`src/rtl/cr_paged_pkg.sv`:
```
package cr_paged_pkg;

  localparam int PG_DEV_W = 5;
  localparam int PG_HI_W  = 7;
  localparam int WIN_W    = 9;
  localparam int REG_AW   = PG_HI_W + WIN_W;
  localparam int SEL_W    = PG_DEV_W + PG_HI_W;
  localparam int BUS_AW   = WIN_W + 3;

  localparam logic [BUS_AW-1:0] SEL_OFFSET = BUS_AW'(12'h800);

  localparam logic [REG_AW-1:0] CR_CTL = 16'h80A0;
  localparam logic [REG_AW-1:0] CR_ADR = 16'h80A1;
  localparam logic [REG_AW-1:0] CR_DAT = 16'h80A2;

  localparam int CTL_BUSY_BIT = 0;

  typedef enum logic [1:0] {WP_IDLE, WP_SEL, WP_ACC} win_state_t;

  typedef enum logic [2:0] {
    SQ_IDLE, SQ_POLL, SQ_PACE, SQ_ADDR, SQ_DATA, SQ_KICK, SQ_FETCH
  } seq_state_t;

  // Page-select word: device number above the upper register-address bits.
  function automatic logic [SEL_W-1:0] page_word(input logic [PG_DEV_W-1:0] dev,
                                                 input logic [REG_AW-1:0] ra);
    return {dev, ra[REG_AW-1:WIN_W]};
  endfunction

  // Byte offset of the word inside the window.
  function automatic logic [BUS_AW-1:0] win_offset(input logic [REG_AW-1:0] ra);
    return {1'b0, ra[WIN_W-1:0], 2'b00};
  endfunction

  // Start command: bit 0 starts the access, bit 1 marks it as a write.
  function automatic logic [1:0] kick_word(input logic is_write);
    return {is_write, 1'b1};
  endfunction

endpackage

```
`src/rtl/cr_win_port.sv`:
```
module cr_win_port
  import cr_paged_pkg::*;
#(
  parameter int DATA_W = 16,
  parameter int BUS_DW = 32
) (
  input  logic                clk,
  input  logic                rst_n,
  input  logic                op_valid,
  input  logic                op_we,
  input  logic [PG_DEV_W-1:0] op_dev,
  input  logic [REG_AW-1:0]   op_reg,
  input  logic [DATA_W-1:0]   op_wdata,
  output logic                op_done,
  output logic [DATA_W-1:0]   op_rdata,
  output logic                bus_req,
  output logic                bus_we,
  output logic [BUS_AW-1:0]   bus_addr,
  output logic [BUS_DW-1:0]   bus_wdata,
  input  logic                bus_ack,
  input  logic [BUS_DW-1:0]   bus_rdata
);

  win_state_t          st;
  logic                r_we;
  logic [PG_DEV_W-1:0] r_dev;
  logic [REG_AW-1:0]   r_reg;
  logic [DATA_W-1:0]   r_wdata;

  logic sel_done;
  logic acc_done;

  assign sel_done = (st == WP_SEL) && bus_ack;
  assign acc_done = (st == WP_ACC) && bus_ack;
  assign op_done  = acc_done;
  assign op_rdata = bus_rdata[DATA_W-1:0];

  assign bus_req = (st != WP_IDLE);

  always_comb begin
    if (st == WP_SEL) begin
      bus_we    = 1'b1;
      bus_addr  = SEL_OFFSET;
      bus_wdata = BUS_DW'(page_word(r_dev, r_reg));
    end else begin
      bus_we    = r_we;
      bus_addr  = win_offset(r_reg);
      bus_wdata = BUS_DW'(r_wdata);
    end
  end

  always_ff @(posedge clk) begin
    if (!rst_n) begin
      st      <= WP_IDLE;
      r_we    <= 1'b0;
      r_dev   <= '0;
      r_reg   <= '0;
      r_wdata <= '0;
    end else begin
      case (st)
        WP_IDLE: if (op_valid) begin
          r_we    <= op_we;
          r_dev   <= op_dev;
          r_reg   <= op_reg;
          r_wdata <= op_wdata;
          st      <= WP_SEL;
        end
        WP_SEL:  if (sel_done) st <= WP_ACC;
        WP_ACC:  if (acc_done) st <= WP_IDLE;
        default: st <= WP_IDLE;
      endcase
    end
  end

  // Tracks whether a page word is outstanding for the next data access.
  logic sel_fresh;
  always_ff @(posedge clk) begin
    if (!rst_n) sel_fresh <= 1'b0;
    else if (sel_done) sel_fresh <= 1'b1;
    else if (acc_done) sel_fresh <= 1'b0;
  end


  page_before_access_chk: assert property (@(posedge clk) disable iff (!rst_n)
    acc_done |-> sel_fresh);


  access_follows_page_chk: assert property (@(posedge clk) disable iff (!rst_n)
    sel_done |=> bus_req && (bus_addr != SEL_OFFSET));


  bus_hold_chk: assert property (@(posedge clk) disable iff (!rst_n)
    (bus_req && !bus_ack) |=> bus_req && $stable(bus_addr) && $stable(bus_we)
                              && $stable(bus_wdata));

endmodule

```
`src/rtl/cr_poll_pacer.sv`:
```
module cr_poll_pacer #(
  parameter int POLL_GAP = 6
) (
  input  logic clk,
  input  logic rst_n,
  input  logic load,
  output logic expired
);

  localparam int CW = $clog2(POLL_GAP + 1);

  logic [CW-1:0] cnt;

  assign expired = (cnt == '0);

  always_ff @(posedge clk) begin
    if (!rst_n)            cnt <= '0;
    else if (load)         cnt <= CW'(POLL_GAP);
    else if (cnt != '0)    cnt <= cnt - 1'b1;
  end

endmodule

```
`src/rtl/cr_seq.sv`:
```
module cr_seq
  import cr_paged_pkg::*;
#(
  parameter int DATA_W   = 16,
  parameter int POLL_GAP = 6
) (
  input  logic                clk,
  input  logic                rst_n,
  input  logic                req_valid,
  output logic                req_ready,
  input  logic                req_we,
  input  logic [PG_DEV_W-1:0] req_dev,
  input  logic [REG_AW-1:0]   req_addr,
  input  logic [DATA_W-1:0]   req_wdata,
  output logic                rsp_valid,
  output logic [DATA_W-1:0]   rsp_rdata,
  output logic                op_valid,
  output logic                op_we,
  output logic [PG_DEV_W-1:0] op_dev,
  output logic [REG_AW-1:0]   op_reg,
  output logic [DATA_W-1:0]   op_wdata,
  input  logic                op_done,
  input  logic [DATA_W-1:0]   op_rdata,
  output logic                pace_load,
  input  logic                pace_expired
);

  seq_state_t          st;
  logic                inflight;
  logic                second;
  logic                r_we;
  logic [PG_DEV_W-1:0] r_dev;
  logic [REG_AW-1:0]   r_addr;
  logic [DATA_W-1:0]   r_wdata;

  logic accept;
  logic op_state;
  logic poll_busy;
  logic poll_clear;
  logic poll_issue;
  logic kick_issue;
  logic fetch_issue;

  assign req_ready = (st == SQ_IDLE);
  assign accept    = req_valid && req_ready;
  assign op_state  = (st == SQ_POLL) || (st == SQ_ADDR) || (st == SQ_DATA)
                   || (st == SQ_KICK) || (st == SQ_FETCH);
  assign op_valid  = op_state && !inflight;
  assign op_dev    = r_dev;

  assign poll_busy   = (st == SQ_POLL) && op_done && op_rdata[CTL_BUSY_BIT];
  assign poll_clear  = (st == SQ_POLL) && op_done && !op_rdata[CTL_BUSY_BIT];
  assign poll_issue  = (st == SQ_POLL) && op_valid;
  assign kick_issue  = (st == SQ_KICK) && op_valid;
  assign fetch_issue = (st == SQ_FETCH) && op_valid;
  assign pace_load   = poll_busy;

  always_comb begin
    op_we    = 1'b0;
    op_reg   = CR_CTL;
    op_wdata = '0;
    case (st)
      SQ_ADDR: begin
        op_we    = 1'b1;
        op_reg   = CR_ADR;
        op_wdata = DATA_W'(r_addr);
      end
      SQ_DATA: begin
        op_we    = 1'b1;
        op_reg   = CR_DAT;
        op_wdata = r_wdata;
      end
      SQ_KICK: begin
        op_we    = 1'b1;
        op_reg   = CR_CTL;
        op_wdata = DATA_W'(kick_word(r_we));
      end
      SQ_FETCH: op_reg = CR_DAT;
      default: ;
    endcase
  end

  always_ff @(posedge clk) begin
    if (!rst_n) begin
      st        <= SQ_IDLE;
      inflight  <= 1'b0;
      second    <= 1'b0;
      r_we      <= 1'b0;
      r_dev     <= '0;
      r_addr    <= '0;
      r_wdata   <= '0;
      rsp_valid <= 1'b0;
      rsp_rdata <= '0;
    end else begin
      rsp_valid <= 1'b0;
      if (op_valid)     inflight <= 1'b1;
      else if (op_done) inflight <= 1'b0;
      case (st)
        SQ_IDLE: if (accept) begin
          r_we    <= req_we;
          r_dev   <= req_dev;
          r_addr  <= req_addr;
          r_wdata <= req_wdata;
          second  <= 1'b0;
          st      <= SQ_POLL;
        end
        SQ_POLL: begin
          if (poll_busy)       st <= SQ_PACE;
          else if (poll_clear) st <= second ? SQ_FETCH : SQ_ADDR;
        end
        SQ_PACE: if (pace_expired) st <= SQ_POLL;
        SQ_ADDR: if (op_done) st <= r_we ? SQ_DATA : SQ_KICK;
        SQ_DATA: if (op_done) st <= SQ_KICK;
        SQ_KICK: if (op_done) begin
          if (r_we) st <= SQ_IDLE;
          else begin
            second <= 1'b1;
            st     <= SQ_POLL;
          end
        end
        SQ_FETCH: if (op_done) begin
          rsp_valid <= 1'b1;
          rsp_rdata <= op_rdata;
          st        <= SQ_IDLE;
        end
        default: st <= SQ_IDLE;
      endcase
    end
  end

  // Checker state: last poll outcome and spacing since a busy reading.
  localparam int GW = $clog2(POLL_GAP + 2) + 1;
  logic          clear_seen;
  logic          after_busy;
  logic [GW-1:0] gap_cnt;

  always_ff @(posedge clk) begin
    if (!rst_n) begin
      clear_seen <= 1'b0;
      after_busy <= 1'b0;
      gap_cnt    <= '0;
    end else begin
      if (poll_clear) clear_seen <= 1'b1;
      else if (kick_issue || fetch_issue) clear_seen <= 1'b0;
      if (poll_busy) begin
        after_busy <= 1'b1;
        gap_cnt    <= '0;
      end else begin
        if (poll_issue) after_busy <= 1'b0;
        if (gap_cnt != {GW{1'b1}}) gap_cnt <= gap_cnt + 1'b1;
      end
    end
  end


  kick_after_clear_chk: assert property (@(posedge clk) disable iff (!rst_n)
    kick_issue |-> clear_seen);


  fetch_after_clear_chk: assert property (@(posedge clk) disable iff (!rst_n)
    fetch_issue |-> clear_seen && second);


  poll_spacing_chk: assert property (@(posedge clk) disable iff (!rst_n)
    (poll_issue && after_busy) |-> (gap_cnt >= GW'(POLL_GAP)));


  ignore_while_busy_chk: assert property (@(posedge clk) disable iff (!rst_n)
    !req_ready |=> $stable(r_addr) && $stable(r_wdata) && $stable(r_we)
                   && $stable(r_dev));

endmodule

```
`src/rtl/cr_paged_engine.sv`:
```
module cr_paged_engine
  import cr_paged_pkg::*;
#(
  parameter int DATA_W   = 16,
  parameter int BUS_DW   = 32,
  parameter int POLL_GAP = 6
) (
  input  logic                clk,
  input  logic                rst_n,
  input  logic                req_valid,
  output logic                req_ready,
  input  logic                req_we,
  input  logic [PG_DEV_W-1:0] req_dev,
  input  logic [REG_AW-1:0]   req_addr,
  input  logic [DATA_W-1:0]   req_wdata,
  output logic                rsp_valid,
  output logic [DATA_W-1:0]   rsp_rdata,
  output logic                bus_req,
  output logic                bus_we,
  output logic [BUS_AW-1:0]   bus_addr,
  output logic [BUS_DW-1:0]   bus_wdata,
  input  logic                bus_ack,
  input  logic [BUS_DW-1:0]   bus_rdata
);

  logic                op_valid;
  logic                op_we;
  logic [PG_DEV_W-1:0] op_dev;
  logic [REG_AW-1:0]   op_reg;
  logic [DATA_W-1:0]   op_wdata;
  logic                op_done;
  logic [DATA_W-1:0]   op_rdata;
  logic                pace_load;
  logic                pace_expired;

  cr_seq #(.DATA_W(DATA_W), .POLL_GAP(POLL_GAP)) u_seq (
    .clk(clk), .rst_n(rst_n),
    .req_valid(req_valid), .req_ready(req_ready), .req_we(req_we),
    .req_dev(req_dev), .req_addr(req_addr), .req_wdata(req_wdata),
    .rsp_valid(rsp_valid), .rsp_rdata(rsp_rdata),
    .op_valid(op_valid), .op_we(op_we), .op_dev(op_dev), .op_reg(op_reg),
    .op_wdata(op_wdata), .op_done(op_done), .op_rdata(op_rdata),
    .pace_load(pace_load), .pace_expired(pace_expired)
  );

  cr_poll_pacer #(.POLL_GAP(POLL_GAP)) u_pacer (
    .clk(clk), .rst_n(rst_n), .load(pace_load), .expired(pace_expired)
  );

  cr_win_port #(.DATA_W(DATA_W), .BUS_DW(BUS_DW)) u_win (
    .clk(clk), .rst_n(rst_n),
    .op_valid(op_valid), .op_we(op_we), .op_dev(op_dev), .op_reg(op_reg),
    .op_wdata(op_wdata), .op_done(op_done), .op_rdata(op_rdata),
    .bus_req(bus_req), .bus_we(bus_we), .bus_addr(bus_addr),
    .bus_wdata(bus_wdata), .bus_ack(bus_ack), .bus_rdata(bus_rdata)
  );


  rsp_pulse_chk: assert property (@(posedge clk) disable iff (!rst_n)
    rsp_valid |=> !rsp_valid);


  idle_quiet_chk: assert property (@(posedge clk) disable iff (!rst_n)
    req_ready |-> !bus_req);

endmodule

```
`config.mk`:
```
export PLATFORM = sky130hd
export DESIGN_NAME = cr_paged_engine
export DESIGN_NICKNAME = d
export VERILOG_FILES = /design/src/rtl/cr_paged_pkg.sv /design/src/rtl/cr_win_port.sv /design/src/rtl/cr_poll_pacer.sv /design/src/rtl/cr_seq.sv /design/src/rtl/cr_paged_engine.sv
export SDC_FILE = /design/constraint.sdc
export NUM_CORES = 1
export LEC_CHECK = 0
export BUFFER_PORTS_ARGS = -buffer_cell sky130_fd_sc_hd__buf_2
export CORE_MARGIN = 2
export CORE_UTILIZATION = 49
export CTS_BUF_LIST = sky130_fd_sc_hd__clkbuf_4
export CTS_CLUSTER_SIZE = 24
export DETAILED_ROUTE_END_ITERATION = 6
export PLACE_DENSITY = 0.78
export SYNTH_ARGS = -nofsm -noshare
export SYNTH_HDL_FRONTEND = slang
export SYNTH_HIERARCHICAL = 1
export SYNTH_SLANG_ARGS = --single-unit
```
`constraint.sdc`:
```
create_clock -name clk -period 1.7 [get_ports clk]
set_input_delay 0.17 -clock clk [delete_from_list [all_inputs] [get_ports clk]]
set_output_delay 0.17 -clock clk [all_outputs]
set_load 0.005 [all_outputs]
```
==> results of run 1 <==
-- through the flow --
step / power (mW) / cell area [um^2] / worst slack, ns / setup TNS (ns)
2_1_floorplan: 3.04 / 5170 / 0.0545 / 0
3_3_place_gp: 3.12 / 5470 / 0.160 / 0
3_5_place_dp: 3.14 / 5470 / 0.0448 / 0
4_1_cts: 4.62 / 6360 / -0.0543 / -0.735
5_1_grt: 4.85 / 6450 / -0.0988 / -1.92
6_report: 4.62 / 6450 / -0.0277 / -0.221
-- cell usage in the layout (no fill, tap or decap), types with 13 or more instances in the layout --
master / n
and2_1: 15
mux2i_1: 39
dfxtp_1: 98
conb_1: 32
mux2_4: 13
a21boi_1: 14
dlygate4sd3_1: 55
a22o_1: 17
a21boi_0: 43
buf_2: 90
nand2_1: 187
buf_4: 16
buf_6: 13
-- Yosys cell counts, types with 2 or more instances --
cell / instances
buf_8: 2
nor4b_1: 3
and3_1: 2
xor2_1: 2
mux2i_1: 39
buf_4: 52
o31a_1: 2
a21boi_0: 43
buf_2: 14
nor3_1: 2
a21boi_1: 14
o21ai_0: 2
nor2b_1: 7
buf_1: 2
o21a_1: 3
a21oi_1: 2
ha_1: 2
nand2b_1: 6
inv_1: 4
nand2_1: 187
dfxtp_1: 103
buf_6: 5
nor2_1: 5
a22o_1: 17
mux2_4: 6
clkbuf_1: 16
mux2_1: 6
conb_1: 3
and2_1: 15
-- critical path: stages (launching register included) --
cell and delay [ns]:
dfxtp_4 0.37, nand2b_4 0.18, buf_12 0.16, mux2_4 0.31
buf_6 0.12
-- repair_timing --
action,4_1_cts,5_1_grt
hold buffers,55,0
endpoints found under the hold margin,56,0
setup buffers,1,2
pin swaps,0,0
setup endpoints to repair,25,37
gates resized for setup,25,6
gates cloned,2,2
-- final cells by class --
| cell class | instances | area [um^2] | area share, % |
|---|---|---|---|
| Clock buffer | 9 | 67.6 | 1.05 |
| Timing Repair Buffer | 184 | 1500 | 23.2 |
| Tap cell | 136 | 170 | 2.64 |
| Multi-Input combinational cell | 417 | 2530 | 39.3 |
| Clock inverter | 7 | 91.3 | 1.42 |
| Antenna cell | 1 | 2.50 | 0.0388 |
| Inverter | 4 | 15.0 | 0.233 |
| Sequential cell | 103 | 2070 | 32.1 |
-- power by group through the flow --
stage	Combinational (mW)	Clock (mW)	Sequential (mW)
after CTS	0.670	1.39	2.56
after floorplan	0.448	0	2.59
after global placement	0.517	0	2.60
after global routing	0.778	1.50	2.57
final	0.715	1.35	2.56
after detailed placement	0.532	0	2.61
-- kinds of logic after synthesis --
group,Yosys count
fa+ha+maj,2
other cells,3
compound gates,90
flops,103
mux,52
simple gates,239
xor+xnor,2
buf+inv,95
-- metal layers --
metal	global-route usage, %	part of all wire [%]
met1	25.8	43
met2	35.9	51
met3	4.39	4.4
met4	5.73	1.6
met5	0	0
-- worst max-delay path by stage --
stage,startpoint,endpoint,cells after the start
after floorplan,u_seq/st[0],u_win/r_reg[0],8
after global placement,u_seq/st[2],u_win/r_dev[4],5
after detailed placement,u_win/st[1],u_pacer/cnt[2],6
after CTS,u_win/st[1],bus_wdata[0],4
after global routing,u_win/st[1],bus_wdata[3],4
final,u_win/st[1],bus_wdata[0],4
==> flow_summary.yaml, run 1 <==
worst_setup_path:
  reg2reg_to: "u_win/r_wdata[9]"
  worstPathRequired_ns: 1.53
  cp.arrival_ns: 1.56
  critPathKind: "flop to output pin"
  worstSetupStartpointType: "flop"
  worstRegToRegCells: 6
  r2r_slack_ns: 0.04
  end_kind: "output pin"
  critPathMaxFanout: 7
  reg2reg_from: "u_seq/st[2]"
synthesis:
  yosysTopAreaCell: "dfxtp_1"
  synth_enable_flop_cells: 0
  synth.cell_area_um2: 5050
  avgSynthCellArea_um2: 8.62
  yosysSeqAreaShare_pct: 40.8
  synthTopCellsByArea: "dfxtp_1 41%, nand2_1 14%, mux2i_1 7.7%"
  ys_ff_latch: 103
  synthAdderAreaFrac_pct: 0.495
  ys_warn_count: 6
  yosys.area.top_type_share_pct: 40.8
  ys.flop_type: "dfxtp_1"
  synth-xor-area-share_pct: 0.347
  synth_compound_area_share_pct: 13.7
  synth_cells: 586
  synthDistinctLibCells: 49
  synth_simple_gate_area_share_pct: 20.9
  synthMuxAreaShare_pct: 11.1
  synth_top_family_by_area: "simple AND/OR/NAND/NOR gates"
  async_flop_share_pct: 0
place:
  dp.cells: 782
  dp_hpwl_mm: 7.13
  port-buffer-count: 103
  place.gp.congestion: 0.796
sta:
  max-slew-margin-rel_pct: 66.0
  worst_pin_slew_ns: 0.511
  setup_violations: 12
  fmax_mhz: 579
  clock_skew_ns: 0.0256
  hold_viol: 0
  drv_slew: 0
  rsz0062_at_grt: "true"
  fin_crit_sh_pct: 102
  min_period_ns: 1.73
  whs_ns: 0.0977
  fin_ws_ns: -0.0277
final_layout:
  area_delta_synth_final_pct: 27.6
  drive_gt1_share_pct: 23.5
  final_cells: 861
  finalNetCount: 795
  post-route-util_pct: 63.3
  fillers: 807
route:
  final_antenna_net_count: 0
  via_count: 4229
  wl_per_cell_um: 13.7
  vias_per_cell: 4.91
  drc: 0
  drt_first_iter_violations: 186
  drt_pass1_iterations: 4
  drt_wl_total_mm: 11.8
global_routing:
  overflow: 0
  grt_start_max_net_pins: 48
  grt_pass1_wl_mm: 18.7
  antenna_found_initial: 0
  track_usage_pct: 20.6
  grt_pass1_vias: 3996
die:
  die_width_um: 106
  start_util_pct: 49.6
  core_area_um2: 10200
  io_pins: 138
  dieArea_um2: 11100
  num_rows: 37
  dieHeight_um: 106
min_path:
  whs_endpoint: "u_seq/st[0]"
  hold_start: "req_valid"
  hold_class: "primary input to flop"
  min_delay_path_depth: 3
clock_network:
  cts.path.max_buffers: 2
  cts_htree_levels: 3
  root_buffer: "clkbuf_4"
  cts.sinks: 103
  cts_tree: "built"
  insertion_delay_ns: 0.44
  numCtsBuffers: 9
  cts.clk_slew.worst_paths_ns: 0.16
outcome:
  violations: "negative setup slack"
  run_status: "finished with violations"
power_and_ir_drop:
  power_frac_clock_pct: 29.2
  comb_power_share_pct: 15.5
  ir_worst_vdd_mv: 0.532
  p_seq_share_pct: 55.3
  power_density_nw_per_um2: 716
  p_int_mw: 3.38
  switching_share_pct: 26.9
  p_switching_mw: 1.24
  leakage_nw: 2.80
job:
  cap_viol_max_count: 0
Power figures use the tool's default switching activity.
==> run 2, diff against run 1 <==
--- a/config.mk
+++ b/config.mk
@@ -6,12 +6,14 @@
 export NUM_CORES = 1
 export LEC_CHECK = 0
 export BUFFER_PORTS_ARGS = -buffer_cell sky130_fd_sc_hd__buf_2
+export CELL_PAD_IN_SITES_DETAIL_PLACEMENT = 1
+export CELL_PAD_IN_SITES_GLOBAL_PLACEMENT = 2
 export CORE_MARGIN = 2
-export CORE_UTILIZATION = 49
+export CORE_UTILIZATION = 29
 export CTS_BUF_LIST = sky130_fd_sc_hd__clkbuf_4
 export CTS_CLUSTER_SIZE = 24
 export DETAILED_ROUTE_END_ITERATION = 6
-export PLACE_DENSITY = 0.78
+export PLACE_DENSITY_LB_ADDON = 0.1
 export SYNTH_ARGS = -nofsm -noshare
 export SYNTH_HDL_FRONTEND = slang
 export SYNTH_HIERARCHICAL = 1
==> flow_summary.yaml, run 2 (synthesis results as in run 1) <==
route:
  drt_first_iter_violations: 136
  wl_per_cell_um: 14.4
  drt_wl_total_mm: 14.0
  via_count: 4264
  final_antenna_net_count: 0
  drc: 0
  drt_pass1_iterations: 4
  vias_per_cell: 4.40
worst_setup_path:
  end_kind: "output pin"
  worstRegToRegCells: 8
  critPathKind: "flop to output pin"
  reg2reg_from: "u_seq/st[1]"
  critPathMaxFanout: 7
  cp.arrival_ns: 1.59
  r2r_slack_ns: 0.03
  worstSetupStartpointType: "flop"
  reg2reg_to: "u_win/r_wdata[13]"
  worstPathRequired_ns: 1.53
final_layout:
  area_delta_synth_final_pct: 36.6
  final_common_cell: "nand2_1"
  post-route-util_pct: 40.2
  drive_gt1_share_pct: 26.5
  final_cell_mix: "186 x nand2_1, 98 x dfxtp_1, 88 x buf_2, 55 x dlygate4sd3_1, 40 x a21boi_0"
  finalNetCount: 813
power_and_ir_drop:
  ir_worst_vdd_mv: 0.250
  power_density_nw_per_um2: 660
  power_frac_clock_pct: 25.6
  p_int_mw: 3.35
  p_seq_share_pct: 56.1
  comb_power_share_pct: 18.3
  p_switching_mw: 1.21
  leakage_nw: 2.94
  switching_share_pct: 26.6
global_routing:
  antenna_found_initial: 1
  overflow: 0
  grt_pass1_wl_mm: 22.7
  grt_pass1_vias: 4499
  grt_start_max_net_pins: 36
  track_usage_pct: 15.6
die:
  num_rows: 48
  io_pins: 138
  start_util_pct: 29.4
  die_width_um: 136
  dieArea_um2: 18500
  dieHeight_um: 136
  core_area_um2: 17200
place:
  dp_hpwl_mm: 9.03
  place.gp.congestion: 0.715
  post-place-ws_ns: -0.0580
  port-buffer-count: 103
clock_network:
  cts_tree: "built"
  cts.clk_slew.worst_paths_ns: 0.15
  cts.path.max_buffers: 2
  insertion_delay_ns: 0.47
  cts_htree_levels: 3
  root_buffer: "clkbuf_4"
  numCtsBuffers: 9
  cts.sinks: 103
min_path:
  whs_endpoint: "u_seq/st[0]"
  min_delay_path_depth: 3
  hold_class: "primary input to flop"
  hold_start: "req_valid"
sta:
  fin_ws_ns: -0.0593
  rsz0062_at_grt: "true"
  fin_crit_sh_pct: 103
  min_period_ns: 1.76
  fmax_mhz: 568
  drv_slew: 0
  clock_skew_ns: 0.0189
  hold_viol: 0
  setup_violations: 23
outcome:
  run_status: "finished with violations"
  violations: "negative setup slack"
job:
  cap_viol_max_count: 0
==> run 2: cell count changes in the layout (fill, tap and decap cells not counted), moves of 2 or more <==
cell,change
buf_16,+4
and2_4,+3
buf_6,+10
a21boi_0,-3
nor2_1,-2
clkbuf_4,+4
a21boi_1,+2
nor2_2,+2
buf_2,-2
nor3_4,+2
buf_12,+5
and2_1,-3
==> run 2: layout make-up <==
class | count | area (um^2)
inverter | 4 | 15.0
timing repair buffer | 202 | 1840
clock inverter | 3 | 20.0
fill | 2039 | 10300
multi-input combinational | 417 | 2580
clock buffer | 13 | 97.6
antenna | 1 | 2.50
tap | 225 | 282
sequential | 103 | 2070
==> run 2: worst max-delay path: stages, from the launching register on <==
cell and delay [ns]:
dfxtp_2 0.35, nand2b_4 0.18, buf_12 0.16, mux2_4 0.31, buf_6 0.12
==> run 2: timing repair <==
item                                    CTS  global route
pin swaps                                 1             5
hold endpoints to repair                 56             0
hold buffers                             55             0
buffers inserted                          7             4
resized for setup                        39            25
endpoints found under the setup margin   46            65
gates cloned                              6             3
==> run 2: how the worst max path moves through the flow <==
stage / start / end / slack, ns / depth (start not counted)
final: u_win/st[1] / bus_wdata[7] / -0.06 / 4
after global routing: u_win/st[1] / bus_wdata[7] / -0.16 / 4
after CTS: u_win/st[1] / bus_wdata[7] / -0.12 / 4
after detailed placement: u_seq/st[1] / u_win/r_wdata[13] / -0.06 / 6
after global placement: u_seq/st[1] / u_win/r_wdata[13] / 0.009 / 6
after floorplan: u_seq/st[0] / u_win/r_reg[0] / 0.05 / 8
==> run 2: power groups by stage <==
| stage | registers, mW | logic, mW | clock network, mW |
|---|---|---|---|
| floorplan | 2.59 | 0.448 | 0 |
| global placement | 2.61 | 0.552 | 0 |
| detailed placement | 2.61 | 0.562 | 0 |
| CTS | 2.56 | 0.805 | 1.27 |
| global route | 2.57 | 0.921 | 1.37 |
| finish | 2.56 | 0.835 | 1.17 |
==> run 2: stage by stage <==
step	power [mW]	cell area [um^2]	hold slack, ns	TNS (ns)	instances
floorplan	3.04	5170	0.287	0	615
global route	4.87	6910	0.0708	-3.77	968
finish	4.56	6910	0.0956	-0.885	968
global placement	3.16	5670	0.419	0	877
CTS	4.63	6720	0.0473	-2.30	961
detailed placement	3.17	5670	0.424	-0.134	877
==> run 2: routing by layer <==
layer  track usage [%]  wire (um)  share of wire, %
met2              27.2       6960                50
met3              4.10        586               4.2
met4              3.82        142               1.0
met1              19.2       6280                45
met5                 0          0                 0
